File: src/rtl/ahbpf_pkg.sv
// Package: shared types for the privilege access filter.
// Assumes nothing beyond standard SystemVerilog packages.
package ahbpf_pkg;

    // Target space selected by the top address bit
    typedef enum logic {
        SPACE_REG  = 1'b0,
        SPACE_SRAM = 1'b1
    } space_e;

    // Source of the read data returned in the data phase
    typedef enum logic [1:0] {
        RD_ZERO = 2'd0,
        RD_CTRL = 2'd1,
        RD_REG  = 2'd2,
        RD_SRAM = 2'd3
    } rdsel_e;

    // Bit of hprot that marks a privileged access
    localparam int PROT_PRIV_BIT = 1;

endpackage

File: src/rtl/ahbpf_addr_stage.sv
// Address stage: captures an accepted address phase and holds it for the
// following data phase. Assumes the slave never stretches a transfer, so
// every data phase lasts exactly one cycle.
module ahbpf_addr_stage
    import ahbpf_pkg::*;
#(
    parameter int ADDR_W = 12,
    localparam int IDX_W = ADDR_W - 3
) (
    input  logic              clk,
    input  logic              rst_n,
    input  logic              hsel,
    input  logic [ADDR_W-1:0] haddr,
    input  logic [1:0]        htrans,
    input  logic              hwrite,
    input  logic [3:0]        hprot,
    input  logic              hready,
    output logic              dp_valid,
    output logic              dp_write,
    output logic              dp_user,
    output space_e            dp_space,
    output logic [IDX_W-1:0]  dp_idx
);

    logic accept;

    // An address phase counts only for NONSEQ/SEQ with the bus ready
    assign accept = hsel && htrans[1] && hready;

    // Hold the decoded address phase for one data phase
    always_ff @(posedge clk) begin
        if (!rst_n) begin
            dp_valid <= 1'b0;
            dp_write <= 1'b0;
            dp_user  <= 1'b0;
            dp_space <= SPACE_REG;
            dp_idx   <= '0;
        end else begin
            dp_valid <= accept;
            if (accept) begin
                dp_write <= hwrite;
                dp_user  <= !hprot[PROT_PRIV_BIT];
                dp_space <= space_e'(haddr[ADDR_W-1]);
                dp_idx   <= haddr[ADDR_W-2:2];
            end
        end
    end

endmodule

File: src/rtl/ahbpf_policy.sv
// Policy: pure combinational decision on the held data phase. Turns class,
// direction and space into strobes for the targets and a read-data select.
// Assumes word 0 of register space is the local control word.
module ahbpf_policy
    import ahbpf_pkg::*;
#(
    parameter int IDX_W = 9
) (
    input  logic             dp_valid,
    input  logic             dp_write,
    input  logic             dp_user,
    input  space_e           dp_space,
    input  logic [IDX_W-1:0] dp_idx,
    input  logic             reg_guard,
    input  logic             ram_guard,
    output logic             ctrl_we,
    output logic             reg_wr_en,
    output logic             reg_rd_en,
    output logic             sram_en,
    output logic             sram_we,
    output rdsel_e           rd_sel
);

    logic is_ctrl;
    logic reg_wr_ok;
    logic ram_ok;

    // Decode guards against the access class
    always_comb begin
        is_ctrl   = (dp_space == SPACE_REG) && (dp_idx == '0);
        reg_wr_ok = !(dp_user && reg_guard);
        ram_ok    = !(dp_user && ram_guard);
    end

    // Generate target strobes and the read-data select
    always_comb begin
        ctrl_we   = 1'b0;
        reg_wr_en = 1'b0;
        reg_rd_en = 1'b0;
        sram_en   = 1'b0;
        sram_we   = 1'b0;
        rd_sel    = RD_ZERO;
        if (dp_valid) begin
            if (dp_space == SPACE_SRAM) begin
                sram_en = ram_ok;
                sram_we = ram_ok && dp_write;
                if (!dp_write && ram_ok) rd_sel = RD_SRAM;
            end else if (is_ctrl) begin
                ctrl_we = dp_write && reg_wr_ok;
                if (!dp_write) rd_sel = RD_CTRL;
            end else begin
                reg_wr_en = dp_write && reg_wr_ok;
                reg_rd_en = !dp_write;
                if (!dp_write) rd_sel = RD_REG;
            end
        end
    end

endmodule

File: src/rtl/ahbpf_ctrl_reg.sv
// Control word: holds the guard bits and the rest of word 0. Loads the whole
// word on a permitted write. Assumes write data is valid when load is high.
module ahbpf_ctrl_reg #(
    parameter int              DATA_W    = 32,
    parameter logic [DATA_W-1:0] RESET_VAL = 'h80
) (
    input  logic              clk,
    input  logic              rst_n,
    input  logic              load,
    input  logic [DATA_W-1:0] wdata,
    output logic [DATA_W-1:0] value
);

    // Reset to the guarded value, reload on permitted writes
    always_ff @(posedge clk) begin
        if (!rst_n)    value <= RESET_VAL;
        else if (load) value <= wdata;
    end

endmodule

File: src/rtl/ahb_priv_filter.sv
// Top: privilege filter between one AHB-Lite slave port, a register bank
// and a trace SRAM. Never stalls and never returns an error; blocked
// transfers are silently dropped or read as zero. Assumes a single-cycle
// SRAM whose read data is valid in the data phase.
module ahb_priv_filter
    import ahbpf_pkg::*;
#(
    parameter int                DATA_W       = 32,
    parameter int                ADDR_W       = 12,
    parameter int                REG_GUARD_BIT = 7,
    parameter int                RAM_GUARD_BIT = 8,
    parameter logic [DATA_W-1:0] CTRL_RESET   = 'h80,
    localparam int               IDX_W        = ADDR_W - 3
) (
    input  logic              clk,
    input  logic              rst_n,
    input  logic              hsel,
    input  logic [ADDR_W-1:0] haddr,
    input  logic [1:0]        htrans,
    input  logic              hwrite,
    input  logic [3:0]        hprot,
    input  logic              hready,
    input  logic [DATA_W-1:0] hwdata,
    output logic              hreadyout,
    output logic              hresp,
    output logic [DATA_W-1:0] hrdata,
    output logic              reg_wr_en,
    output logic              reg_rd_en,
    output logic [IDX_W-1:0]  reg_addr,
    output logic [DATA_W-1:0] reg_wdata,
    input  logic [DATA_W-1:0] reg_rdata,
    output logic              sram_en,
    output logic              sram_we,
    output logic [IDX_W-1:0]  sram_addr,
    output logic [DATA_W-1:0] sram_wdata,
    input  logic [DATA_W-1:0] sram_rdata
);

    logic              dp_valid;
    logic              dp_write;
    logic              dp_user;
    space_e            dp_space;
    logic [IDX_W-1:0]  dp_idx;
    logic              ctrl_we;
    rdsel_e            rd_sel;
    logic [DATA_W-1:0] ctrl;

    ahbpf_addr_stage #(.ADDR_W(ADDR_W)) u_addr (
        .clk      (clk),
        .rst_n    (rst_n),
        .hsel     (hsel),
        .haddr    (haddr),
        .htrans   (htrans),
        .hwrite   (hwrite),
        .hprot    (hprot),
        .hready   (hready),
        .dp_valid (dp_valid),
        .dp_write (dp_write),
        .dp_user  (dp_user),
        .dp_space (dp_space),
        .dp_idx   (dp_idx)
    );

    ahbpf_policy #(.IDX_W(IDX_W)) u_policy (
        .dp_valid  (dp_valid),
        .dp_write  (dp_write),
        .dp_user   (dp_user),
        .dp_space  (dp_space),
        .dp_idx    (dp_idx),
        .reg_guard (ctrl[REG_GUARD_BIT]),
        .ram_guard (ctrl[RAM_GUARD_BIT]),
        .ctrl_we   (ctrl_we),
        .reg_wr_en (reg_wr_en),
        .reg_rd_en (reg_rd_en),
        .sram_en   (sram_en),
        .sram_we   (sram_we),
        .rd_sel    (rd_sel)
    );

    ahbpf_ctrl_reg #(.DATA_W(DATA_W), .RESET_VAL(CTRL_RESET)) u_ctrl (
        .clk   (clk),
        .rst_n (rst_n),
        .load  (ctrl_we),
        .wdata (hwdata),
        .value (ctrl)
    );

    // Bus response: zero wait states, always OKAY
    assign hreadyout = 1'b1;
    assign hresp     = 1'b0;

    // Target address and data follow the held data phase
    assign reg_addr   = dp_idx;
    assign reg_wdata  = hwdata;
    assign sram_addr  = dp_idx;
    assign sram_wdata = hwdata;

    // Read-data return mux; blocked reads fall to zero
    always_comb begin
        unique case (rd_sel)
            RD_CTRL: hrdata = ctrl;
            RD_REG:  hrdata = reg_rdata;
            RD_SRAM: hrdata = sram_rdata;
            default: hrdata = '0;
        endcase
    end

endmodule

File: config.mk
export PLATFORM = sky130hd
export DESIGN_NAME = ahb_priv_filter
export DESIGN_NICKNAME = d
export VERILOG_FILES = /design/src/rtl/ahbpf_pkg.sv /design/src/rtl/ahbpf_addr_stage.sv /design/src/rtl/ahbpf_policy.sv /design/src/rtl/ahbpf_ctrl_reg.sv /design/src/rtl/ahb_priv_filter.sv
export SDC_FILE = /design/constraint.sdc
export NUM_CORES = 1
export LEC_CHECK = 0
export ABC_CLOCK_PERIOD_IN_PS = 2500
export BUFFER_PORTS_ARGS = -buffer_cell sky130_fd_sc_hd__buf_4
export CORE_AREA = 2 2 92 94
export CTS_BUF_LIST = sky130_fd_sc_hd__clkbuf_2 sky130_fd_sc_hd__clkbuf_4 sky130_fd_sc_hd__clkbuf_8
export DETAILED_ROUTE_END_ITERATION = 7
export DIE_AREA = 0 0 94 96
export PLACE_DENSITY = 0.88
export SLEW_MARGIN = 20
export SYNTH_ARGS = -nofsm -noshare
export SYNTH_HDL_FRONTEND = slang
export SYNTH_SLANG_ARGS = --single-unit
File: constraint.sdc
create_clock -name clk -period 2.5 [get_ports clk]
set_input_delay 0.125 -clock clk [delete_from_list [all_inputs] [get_ports clk]]
set_output_delay 0.125 -clock clk [all_outputs]
set_load 0.1 [all_outputs]
After elaboration in Yosys (flattened, before gate mapping)
Cells that the tools add are included.
{ "word_totals": {"output_inout_bits": 120, "in_bits": 119, "ff_bits": 45} }
{ "classes": {"n_eq_ne": 3, "reduce_logical": 13, "bitwise_logic": 1, "muxes": 20} }
{ "op_table": {"columns": ["cell", "n"], "rows": [
  ["32-bit one-hot mux with 3 select lines", 1],
  ["1-bit 2-to-1 mux", 14],
  ["2-bit 2-to-1 mux", 5],
  ["9-bit zero test", 1],
  ["1-bit logical AND", 8],
  ["2-bit equality test, second input constant", 2],
  ["1-bit zero test", 4],
  ["2-bit by 1-bit equality test with 1-bit output, second input constant", 1],
  ["1-bit NOT", 1]
]} }

Logic depth before layout (Yosys ltp)
Gate-level depths: netlist (run 1).
{ "depth": {"word_depth": 8, "ltp_mapped": 7} }

Modules after synthesis
A second synthesis (run 1) with hierarchy kept.
{ "hier_totals": {"hier_cells": 328, "hier_area_um2": 3334.4} }
{ "by_module_without_submodules": {"columns": ["mod", "seq_area_each_um2", "cells_per_inst", "area_each_um2", "n_inst"], "rows": [
  ["ahb_priv_filter", 0.0, 154, 1470.2, 1],
  ["ahbpf_ctrl_reg", 640.6, 103, 1241.2, 1],
  ["ahbpf_addr_stage", 260.2, 54, 524.3, 1],
  ["ahbpf_policy", 0.0, 17, 98.8, 1]
]} }

Least setup slack after synthesis (run 1)
OpenSTA, ideal clock, no wires.
{ "synth_timing": {"kind": "reg2out", "start": "reg u_addr.dp_idx[6]", "end": "out hrdata[25]", "path_buffers": 0, "t_arrival_ns": 4.509, "path_slack_ns": -2.134, "path_stages_with_launch": 5, "required_time_ns": 2.375, "cell_sequence": "dfxtp_1 nor2_1 a311oi_2 a221oi_1 nor2_1"} }
{ "synth_between": {"elab_chain_cells": 7, "elab_cells_between_ends": 9, "classes_between": "eq/ne: 3; mux: 4; reduce/logical: 2"} }
{ "synth_rtl": {"columns": ["element", "line", "source"], "rows": [
  ["from (decl)", "ahbpf_addr_stage.sv:22", "output logic [IDX_W-1:0] dp_idx"],
  ["from (signal assigned)", "ahbpf_addr_stage.sv:44", "dp_idx <= haddr[ADDR_W-2:2];"],
  ["9-bit zero test (*)", "ahbpf_policy.sv:30", "is_ctrl = (dp_space == SPACE_REG) && (dp_idx == '0);"],
  ["1-bit logical AND (*)", "ahbpf_policy.sv:30", null],
  ["2-bit 2-to-1 mux (*)", "ahbpf_policy.sv:48", "end else if (is_ctrl) begin"],
  ["2-bit 2-to-1 mux (*)", "ahbpf_policy.sv:44", "if (dp_space == SPACE_SRAM) begin"],
  ["2-bit 2-to-1 mux (*)", "ahbpf_policy.sv:43", "if (dp_valid) begin"],
  ["2-bit equality test or 2-bit by 1-bit equality test with 1-bit output (tied branches)", "ahb_priv_filter.sv:100", "unique case (rd_sel)"],
  ["32-bit one-hot mux with 3 select lines (*)", "ahb_priv_filter.sv:100", null],
  ["to (decl)", "ahb_priv_filter.sv:26", "output logic [DATA_W-1:0] hrdata,"]
]} }
Every way passes the cells marked *; elsewhere a longest branch is shown, timed or not.

Worst setup path in the final report (run 1)
{ "layout_timing": {"start": "reg u_addr.dp_idx[8]", "end": "out hrdata[27]"} }
The elaborated chain is that of the path after synthesis.

==> flow_summary.json, run 1 <==
{
  "die_h_um": 96,
  "clock-sinks": 45,
  "p_leak_uw": 0.00202,
  "synth_edf_count": 0,
  "dp_hpwl_um": 7800,
  "areaGrowthSynthToFinish_pct": 50.0,
  "synth-compound-area-share": 0.216,
  "synthMuxAreaShare": 0,
  "crit_slowest_cell": "nor4_4",
  "final_max_slew_viol_count": 0,
  "p_comb_frac": 0.442,
  "dr.max_layer_used": "met4",
  "synth_seq_cells": 45,
  "period_share": 0.955,
  "clock_path_buffers": 2,
  "grt_max_degree": 77,
  "cp-end-kind": "primary output",
  "yosys.area_share.simple": 0.241,
  "stdcell_count": 655,
  "skew_ps": 12.2,
  "drt-total-wl_um": 10300,
  "num_rows": 33,
  "grt_usage": 0.218,
  "p_clk_frac": 0.224,
  "antenna_found_initial": 0,
  "vdd_drop_max_v": 0.000279,
  "initial_core_util": 0.379,
  "syn_nets": 531,
  "cts_buffers": 5,
  "internal-power_uw": 1210,
  "drc": 0,
  "hold_viol": 0,
  "synth-async-reset-ratio": 0,
  "path_class": "reg2out",
  "status": "complete, no violations",
  "crit_top_cell": "buf_4",
  "grt_setup_unrepaired": "false",
  "wl_met3_um": 783,
  "clkTransAtPathRegs_ps": 90,
  "yosysSeqAreaShare": 0.295,
  "grt.overflow.total": 0,
  "tritoncts": "built",
  "drv_cap": 0,
  "clk_latency_ps": 300,
  "netlist_area_um2": 3050,
  "ys_types": 34,
  "drive_gt1_frac": 0.545,
  "setup_violations": 0,
  "core_area_um2": 8050,
  "wl_met2_um": 5270,
  "grt_pass1_wl_um": 15400,
  "crit_arrival_ps": 2260,
  "max_freq_mhz": 419,
  "slew_headroom": 0.501,
  "cts_max_level": 2,
  "placed_cells": 647,
  "wl_met1_um": 4020,
  "design.die.area_um2": 9020,
  "synth_warnings": 0,
  "syn-mean-instance-area_um2": 7.41,
  "via_per_inst": 5.24,
  "antenna_left": 0,
  "place.port_buffers": 230,
  "min_period_ps": 2390,
  "first_pass_iters": 5,
  "power_switching_uw": 976,
  "path_max_fanout": 17,
  "root_buffer": "clkbuf_8",
  "power_frac_seq": 0.335,
  "start_kind": "flip-flop",
  "num-fill-cells": 701,
  "synth_fa_ha_area_frac": 0,
  "regArea_um2": 935,
  "synth-xor-area-share": 0,
  "worstHoldPathType": "in2reg",
  "diodes": 0,
  "powerDensity_nw_per_um2": 477,
  "postLayoutCoreUtil": 0.569,
  "grt_pass1_vias": 3217,
  "multi_input_area_um2": 1600,
  "worst_slew_pin_slew_ps": 749,
  "dr.first_iter.drc_count": 101,
  "dieWidth_um": 94,
  "wire_per_inst_um": 15.7,
  "fin_nets": 668,
  "slowest_delay_ps": 440,
  "cp.required_ps": 2380,
  "synth_top_family_by_area": "buffers and inverters",
  "synthCells": 412,
  "synth_ff_type": "dfxtp_1",
  "sw_frac_of_total": 0.447,
  "gp_congestion": 0.720,
  "io_pins": 239,
  "crit_chain": "nor4_4 -> and4_1 -> buf_4 -> a22oi_1 -> a21oi_2 -> buf_4",
  "num_vias": 3430
}
==> kinds of logic (layout without fill, tap and decap cells) <==
kind of cell           Yosys count  in the layout
buffers and inverters          112            250
other                            2              2
DFF                             45             45
and+or+nand+nor                149            149
AOI/OAI and AO/OA              104            104
==> metal layers <==
layer | vias up | track usage
li1 | 1648 | -
met1 | 1588 | 0.253
met2 | 176 | 0.405
met3 | 18 | 0.0392
met4 | 0 | 0.0676
met5 | - | 0
==> through the flow <==
| step | TNS, ps | hold slack [ps] | total power, uW | cell area [um^2] | setup WS, ps |
|---|---|---|---|---|---|
| final | 0 | 56.8 | 2180 | 4580 | 111 |
| after global routing | 0 | 57.1 | 2270 | 4580 | 1.58 |
| after CTS | 0 | 49.4 | 2200 | 4580 | 1.44 |
| after detailed placement | 0 | 375 | 1710 | 4480 | 335 |
| after global placement | 0 | 371 | 1700 | 4480 | 427 |
| after floorplan | -536 | 250 | 1510 | 3270 | -339 |
==> worst paths after layout <==
check,cells past startpoint,start,slack (ps),endpoint
setup / recovery,6,u_addr.dp_idx[8],110,hrdata[27]
hold / removal,3,haddr[4],60,u_addr.dp_idx[2]
setup reg to reg,5,u_addr.dp_idx[2],500,u_ctrl.value[0]
hold reg to reg,2,u_ctrl.value[13],460,u_ctrl.value[13]
==> worst max-delay path: cells and delay by family, from the launching register on <==
family | cells | cell delay, ps
simple gates | 2 | 740
buf+inv | 2 | 560
flops | 1 | 370
compound gates | 2 | 290
==> state kept, by name, summed over array words and instances (netlist names) <==
register	count
u_addr.dp_user	1
u_addr.dp_idx	9
u_addr.dp_valid	1
u_ctrl.value	32
u_addr.dp_write	1
u_addr.dp_space	1
==> power by group through the flow <==
stage / Clock, uW / Sequential [uW] / Combinational [uW]
CTS: 509 / 731 / 965
finish: 488 / 731 / 964
global placement: 0 / 747 / 955
detailed placement: 0 / 748 / 964
global route: 536 / 732 / 999
floorplan: 0 / 779 / 730
==> synthesized netlist by cell type (3+ instances only) <==
library cell | number | share of area
dfxtp_1 | 45 | 0.30
nor2_1 | 5 | 0.0061
buf_6 | 3 | 0.011
a21boi_0 | 9 | 0.022
nand4_1 | 32 | 0.066
clkbuf_2 | 4 | 0.0066
o21ai_0 | 28 | 0.046
buf_4 | 79 | 0.19
nand2_1 | 72 | 0.089
nand3_1 | 28 | 0.046
a22oi_1 | 31 | 0.076
clkbuf_1 | 20 | 0.025
and3_1 | 3 | 0.0061
a21oi_1 | 24 | 0.039
buf_2 | 4 | 0.0066
o21ai_1 | 4 | 0.0066
==> cell usage in the layout, fill, tap and decap left out, drive strengths merged <==
| cell | netlist | layout |
|---|---|---|
| and4 | 1 | 1 |
| nor2 | 5 | 5 |
| nand2b | 1 | 1 |
| a311oi | 1 | 1 |
| o21ai | 32 | 32 |
| inv | 1 | 1 |
| nor2b | 1 | 1 |
| buf | 87 | 241 |
| dfxtp | 45 | 45 |
| a21oi | 24 | 24 |
| and2 | 2 | 2 |
| o211a | 1 | 1 |
| conb | 2 | 2 |
| nand4 | 32 | 32 |
| a311o | 1 | 1 |
| nand3 | 28 | 28 |
| nand2 | 72 | 72 |
| a22oi | 31 | 31 |
| nor4 | 3 | 3 |
| a21boi | 11 | 11 |
| a211oi | 1 | 1 |
| clkbuf | 24 | 8 |
| and3 | 3 | 3 |
| a221oi | 1 | 1 |
| nor3 | 1 | 1 |
| a211o | 1 | 1 |
==> timing repair <==
| action | in CTS | in global routing |
|---|---|---|
| resized for setup | 0 | 1 |
| buffers inserted | 0 | 0 |
| endpoints found under the setup margin | 0 | 24 |
| hold buffers | 0 | 0 |
==> cell type report <==
type | instances | area share
inverter | 1 | 0.000820
multi-input combinational | 255 | 0.350
clock buffer | 8 | 0.0213
sequential | 45 | 0.204
tap | 105 | 0.0287
timing repair buffer | 241 | 0.395
Power figures use the tool's default switching activity.
==> run 2: changes to the inputs <==
Settings changed: HOLD_SLACK_MARGIN set to 0.1, SLEW_MARGIN 20 to not set.
==> flow_summary.json, run 2 (synthesized netlist as in run 1, its figures left out) <==
{
  "diodes": 0,
  "powerDensity_nw_per_um2": 450,
  "design.die.area_um2": 9020,
  "p_leak_uw": 0.00219,
  "crit_slowest_cell": "nor4_4",
  "hold_viol": 0,
  "dr.first_iter.drc_count": 119,
  "clock_path_buffers": 2,
  "cp-end-kind": "primary output",
  "num_vias": 3621,
  "grt_pass1_wl_um": 17000,
  "clock-sinks": 45,
  "min_period_ps": 2380,
  "placed_cells": 647,
  "postPlaceCellArea_um2": 4480,
  "wire_per_inst_um": 16.3,
  "max_flop_register": "u_ctrl.value",
  "grt_usage": 0.240,
  "path_class": "reg2out",
  "postLayoutCoreUtil": 0.618,
  "antenna_found_initial": 0,
  "period_share": 0.951,
  "final_common_cell": "buf_4",
  "final_area_um2": 4980,
  "num_rows": 33,
  "antenna_left": 0,
  "power_uw": 2240,
  "worst_slew_pin_slew_ps": 753,
  "gp_congestion": 0.720,
  "crit_top_cell": "buf_4",
  "grt_setup_unrepaired": "false",
  "clkTransAtPathRegs_ps": 90,
  "largest_register_ffs": 32,
  "clk_latency_ps": 300,
  "areaGrowthSynthToFinish_pct": 63.1,
  "max_freq_mhz": 420,
  "tritoncts": "built",
  "start_kind": "flip-flop",
  "drc": 0,
  "slowest_delay_ps": 410,
  "post-cts-setup-buffer-count": 0,
  "first_pass_iters": 4,
  "stdcell_count": 695,
  "place.port_buffers": 230,
  "cp.required_ps": 2380,
  "critPathLaunch": "u_addr.dp_idx[8]",
  "finalSetupTns_ps": 0,
  "worstHoldPathType": "in2reg",
  "cts_max_level": 2,
  "via_per_inst": 5.21,
  "slew_headroom": 0.498,
  "path_max_fanout": 17,
  "dieWidth_um": 94,
  "top_regs": "u_ctrl.value x32, u_addr.dp_idx x9",
  "regToRegStartpoint": "u_addr.dp_idx[2]",
  "core_area_um2": 8050,
  "min_from": "hwdata[6]",
  "vdd_drop_max_v": 0.000281,
  "drt-total-wl_um": 11300,
  "dp_hpwl_um": 7800,
  "skew_ps": 9.88,
  "crit_arrival_ps": 2250,
  "final_max_slew_viol_count": 0,
  "initial_core_util": 0.379,
  "crit_chain": "nor4_4 -> and4_1 -> buf_4 -> a22oi_1 -> a21oi_2 -> buf_4",
  "drive_gt1_frac": 0.508,
  "io_pins": 239,
  "grt.overflow.total": 0,
  "grt_max_degree": 77,
  "root_buffer": "clkbuf_8",
  "fin_nets": 708,
  "die_h_um": 96,
  "cts_buffers": 5,
  "status": "complete, no violations",
  "setup_violations": 0,
  "mostFrequentLayoutCells": "buf_4, nand2_1, dlygate4sd3_1, dfxtp_1, nand4_1",
  "grt_pass1_vias": 3549,
  "drv_cap": 0
}
[run 2: cell types whose count changed in the layout (fill, tap and decap cells not counted)]
cell / previous run / this run
dlygate4sd3_1: 0 / 40
[run 2: per-layer routing]
metal	GRT usage	up-vias	share of wire
met3	0.0446	21	0.069
met1	0.268	1698	0.38
met4	0.0749	0	0.022
met5	0	-	0
met2	0.460	171	0.52
li1	-	1731	-
[run 2: report_power, final]
group	switching [uW]	total, uW	internal, uW
Sequential	12.9	731	718
Combinational	738	1020	282
Clock	243	490	248
Total	994	2240	1250
[run 2: area by class of cell]
cell class / instances / area [um^2]
fill: 645 / 3070
timing repair buffer: 281 / 2210
multi-input combinational: 255 / 1600
sequential: 45 / 935
tap: 105 / 131
clock buffer: 8 / 97.6
inverter: 1 / 3.75
[run 2: per-stage QoR]
stage	setup slack [ps]	hold WS, ps
floorplan	-339	250
detailed placement	335	375
finish	122	98.1
global route	1.12	103
global placement	427	371
CTS	1.44	101
[run 2: worst paths after layout]
path              slack, ps  depth (start not counted)               end
setup reg to reg        510                          5   u_ctrl.value[5]
hold reg to reg         460                          2  u_ctrl.value[13]
setup / recovery        120                          6         hrdata[7]
hold / removal          100                          3   u_ctrl.value[6]
[run 2: critical path, delay by kind of cell (launching register included)]
family,cells,cell delay (ps)
buffers and inverters,2,560
and+or+nand+nor,2,710
DFF,1,370
AOI/OAI and AO/OA,2,310
[run 2: repair_timing]
item                                    CTS  global route
endpoints found under the setup margin    0            24
resized for setup                         0             1
hold endpoints to repair                 40             0
hold buffers                             40             0
==> run 3: changes to the inputs <==
Settings changed: ABC_CLOCK_PERIOD_IN_PS 2500 to 2200.
Clock period 2.5 ns to 2.2 ns, I/O delays scaled along.
==> flow_summary.json, run 3 (synthesized netlist as in run 1, its figures left out) <==
{
  "top_regs": "u_ctrl.value x32, u_addr.dp_idx x9",
  "drive_gt1_frac": 0.525,
  "gp_congestion": 0.739,
  "p_leak_uw": 0.00233,
  "mostFrequentLayoutCells": "buf_4, nand2_1, dlygate4sd3_1, dfxtp_1, nand4_1",
  "dieWidth_um": 94,
  "crit_slowest_cell": "dfxtp_4",
  "slowest_delay_ps": 380,
  "grt_max_degree": 47,
  "max_flop_register": "u_ctrl.value",
  "cp.depth": 6,
  "powerDensity_nw_per_um2": 509,
  "tritoncts": "built",
  "start_kind": "flip-flop",
  "final_max_slew_viol_count": 0,
  "postLayoutCoreUtil": 0.681,
  "cp.required_ps": 2090,
  "final_area_um2": 5480,
  "crit_chain": "nor4_4 -> and4_4 -> buf_12 -> a22oi_1 -> a21oi_4 -> buf_6",
  "num_vias": 3741,
  "place.port_buffers": 230,
  "setup_violations": 0,
  "vdd_drop_max_v": 0.000351,
  "drc": 0,
  "initial_core_util": 0.379,
  "postPlaceCellArea_um2": 4760,
  "final_common_cell": "buf_4",
  "diodes": 0,
  "first_pass_iters": 4,
  "die_h_um": 96,
  "dr.first_iter.drc_count": 94,
  "fin_ws_ps": 86.1,
  "dp_hpwl_um": 8180,
  "power_uw": 2790,
  "regToRegStartpoint": "u_addr.dp_write",
  "crit_arrival_ps": 2000,
  "drt-total-wl_um": 12200,
  "r2r-end": "u_ctrl.value[4]",
  "cpLargestDelayFamily": "simple AND/OR/NAND/NOR gates",
  "status": "complete, no violations",
  "clock-sinks": 45,
  "wire_per_inst_um": 17.3,
  "cts_max_level": 2,
  "crit_path_end": "hrdata[14]",
  "via_per_inst": 5.32,
  "core_area_um2": 8050,
  "skew_ps": 8.14,
  "io_pins": 239,
  "cp-end-kind": "primary output",
  "worstHoldPathType": "in2reg",
  "path_max_fanout": 16,
  "fin_nets": 716,
  "root_buffer": "clkbuf_8",
  "dp_slack_ps": -7.38,
  "largest_register_ffs": 32,
  "grt.overflow.total": 0,
  "reg2reg_setup_slack_ps": 490,
  "clk_latency_ps": 300,
  "hold_viol": 0,
  "drv_cap": 0,
  "critPathLaunch": "u_addr.dp_idx[4]",
  "antenna_found_initial": 0,
  "period_share": 0.961,
  "min_path_cells": 3,
  "antenna_left": 0,
  "grt_setup_unrepaired": "false",
  "clock_path_buffers": 2,
  "ff2ff_path_depth": 5,
  "num_rows": 33,
  "grt_usage": 0.249,
  "critPathBufInv": 2,
  "design.die.area_um2": 9020,
  "min_period_ps": 2110,
  "areaGrowthSynthToFinish_pct": 79.5,
  "grt_pass1_vias": 3730,
  "cts_buffers": 5,
  "max_freq_mhz": 473,
  "grt_pass1_wl_um": 17800,
  "num-fill-cells": 604,
  "finalSetupTns_ps": 0,
  "path_class": "reg2out",
  "clkTransAtPathRegs_ps": 90
}
run 3: changes by cell type in the layout (fill, tap and decap cells not counted), sizes merged:
cell	before	now
clkbuf	8	6
dlygate4sd3	40	41
clkinv	0	1
buf	241	247
bufinv	0	2
run 3: final cells by class:
type	count	area, um^2	area share
Clock inverter	3	65.1	0.0119
Clock buffer	5	68.8	0.0126
Sequential cell	45	936	0.171
Timing Repair Buffer	289	2440	0.445
Inverter	1	3.75	0.000685
Tap cell	105	131	0.0240
Multi-Input combinational cell	255	1840	0.335
run 3: worst min path at each step:
stage | from | end | slack (ps)
3_3_place_gp | hwdata[10] | u_ctrl.value[10] | 360
5_1_grt | hwdata[23] | u_ctrl.value[23] | 110
6_report | hwdata[5] | u_ctrl.value[5] | 90
2_1_floorplan | haddr[4] | u_addr.dp_idx[2] | 230
4_1_cts | hwdata[5] | u_ctrl.value[5] | 100
3_5_place_dp | haddr[4] | u_addr.dp_idx[2] | 360
run 3: metal layers:
layer | track usage | vias to the layer above | routed length, um | share of wire
met5 | 0 | - | 0 | 0
met4 | 0.0906 | 0 | 231 | 0.019
met3 | 0.0509 | 21 | 967 | 0.079
met2 | 0.492 | 186 | 6620 | 0.54
met1 | 0.256 | 1784 | 4350 | 0.36
li1 | - | 1750 | - | -
run 3: through the flow:
| step | hold WS (ps) | instances |
|---|---|---|
| 6_report | 93.1 | 703 |
| 5_1_grt | 108 | 703 |
| 4_1_cts | 103 | 701 |
| 3_5_place_dp | 360 | 651 |
| 3_3_place_gp | 356 | 651 |
| 2_1_floorplan | 235 | 412 |
run 3: worst min-delay path: stages:
cell and delay, ps:
buf_4 100, nand4_1 70, o21ai_0 70
run 3: repair_timing:
item | 4_1_cts | 5_1_grt
pin swaps | 1 | 2
gates resized for setup | 25 | 10
buffers inserted | 1 | 1
hold buffers | 41 | 0
cloned | 0 | 1
endpoints found under the setup margin | 32 | 32
hold endpoints to repair | 41 | 0
run 3: power breakdown:
group	leakage, uW	total (uW)	internal [uW]	switching (uW)
combinational	0.00189	1210	348	862
clock	0.0000681	746	451	294
sequential	0.000371	833	816	17.5
total	0.00233	2790	1620	1170
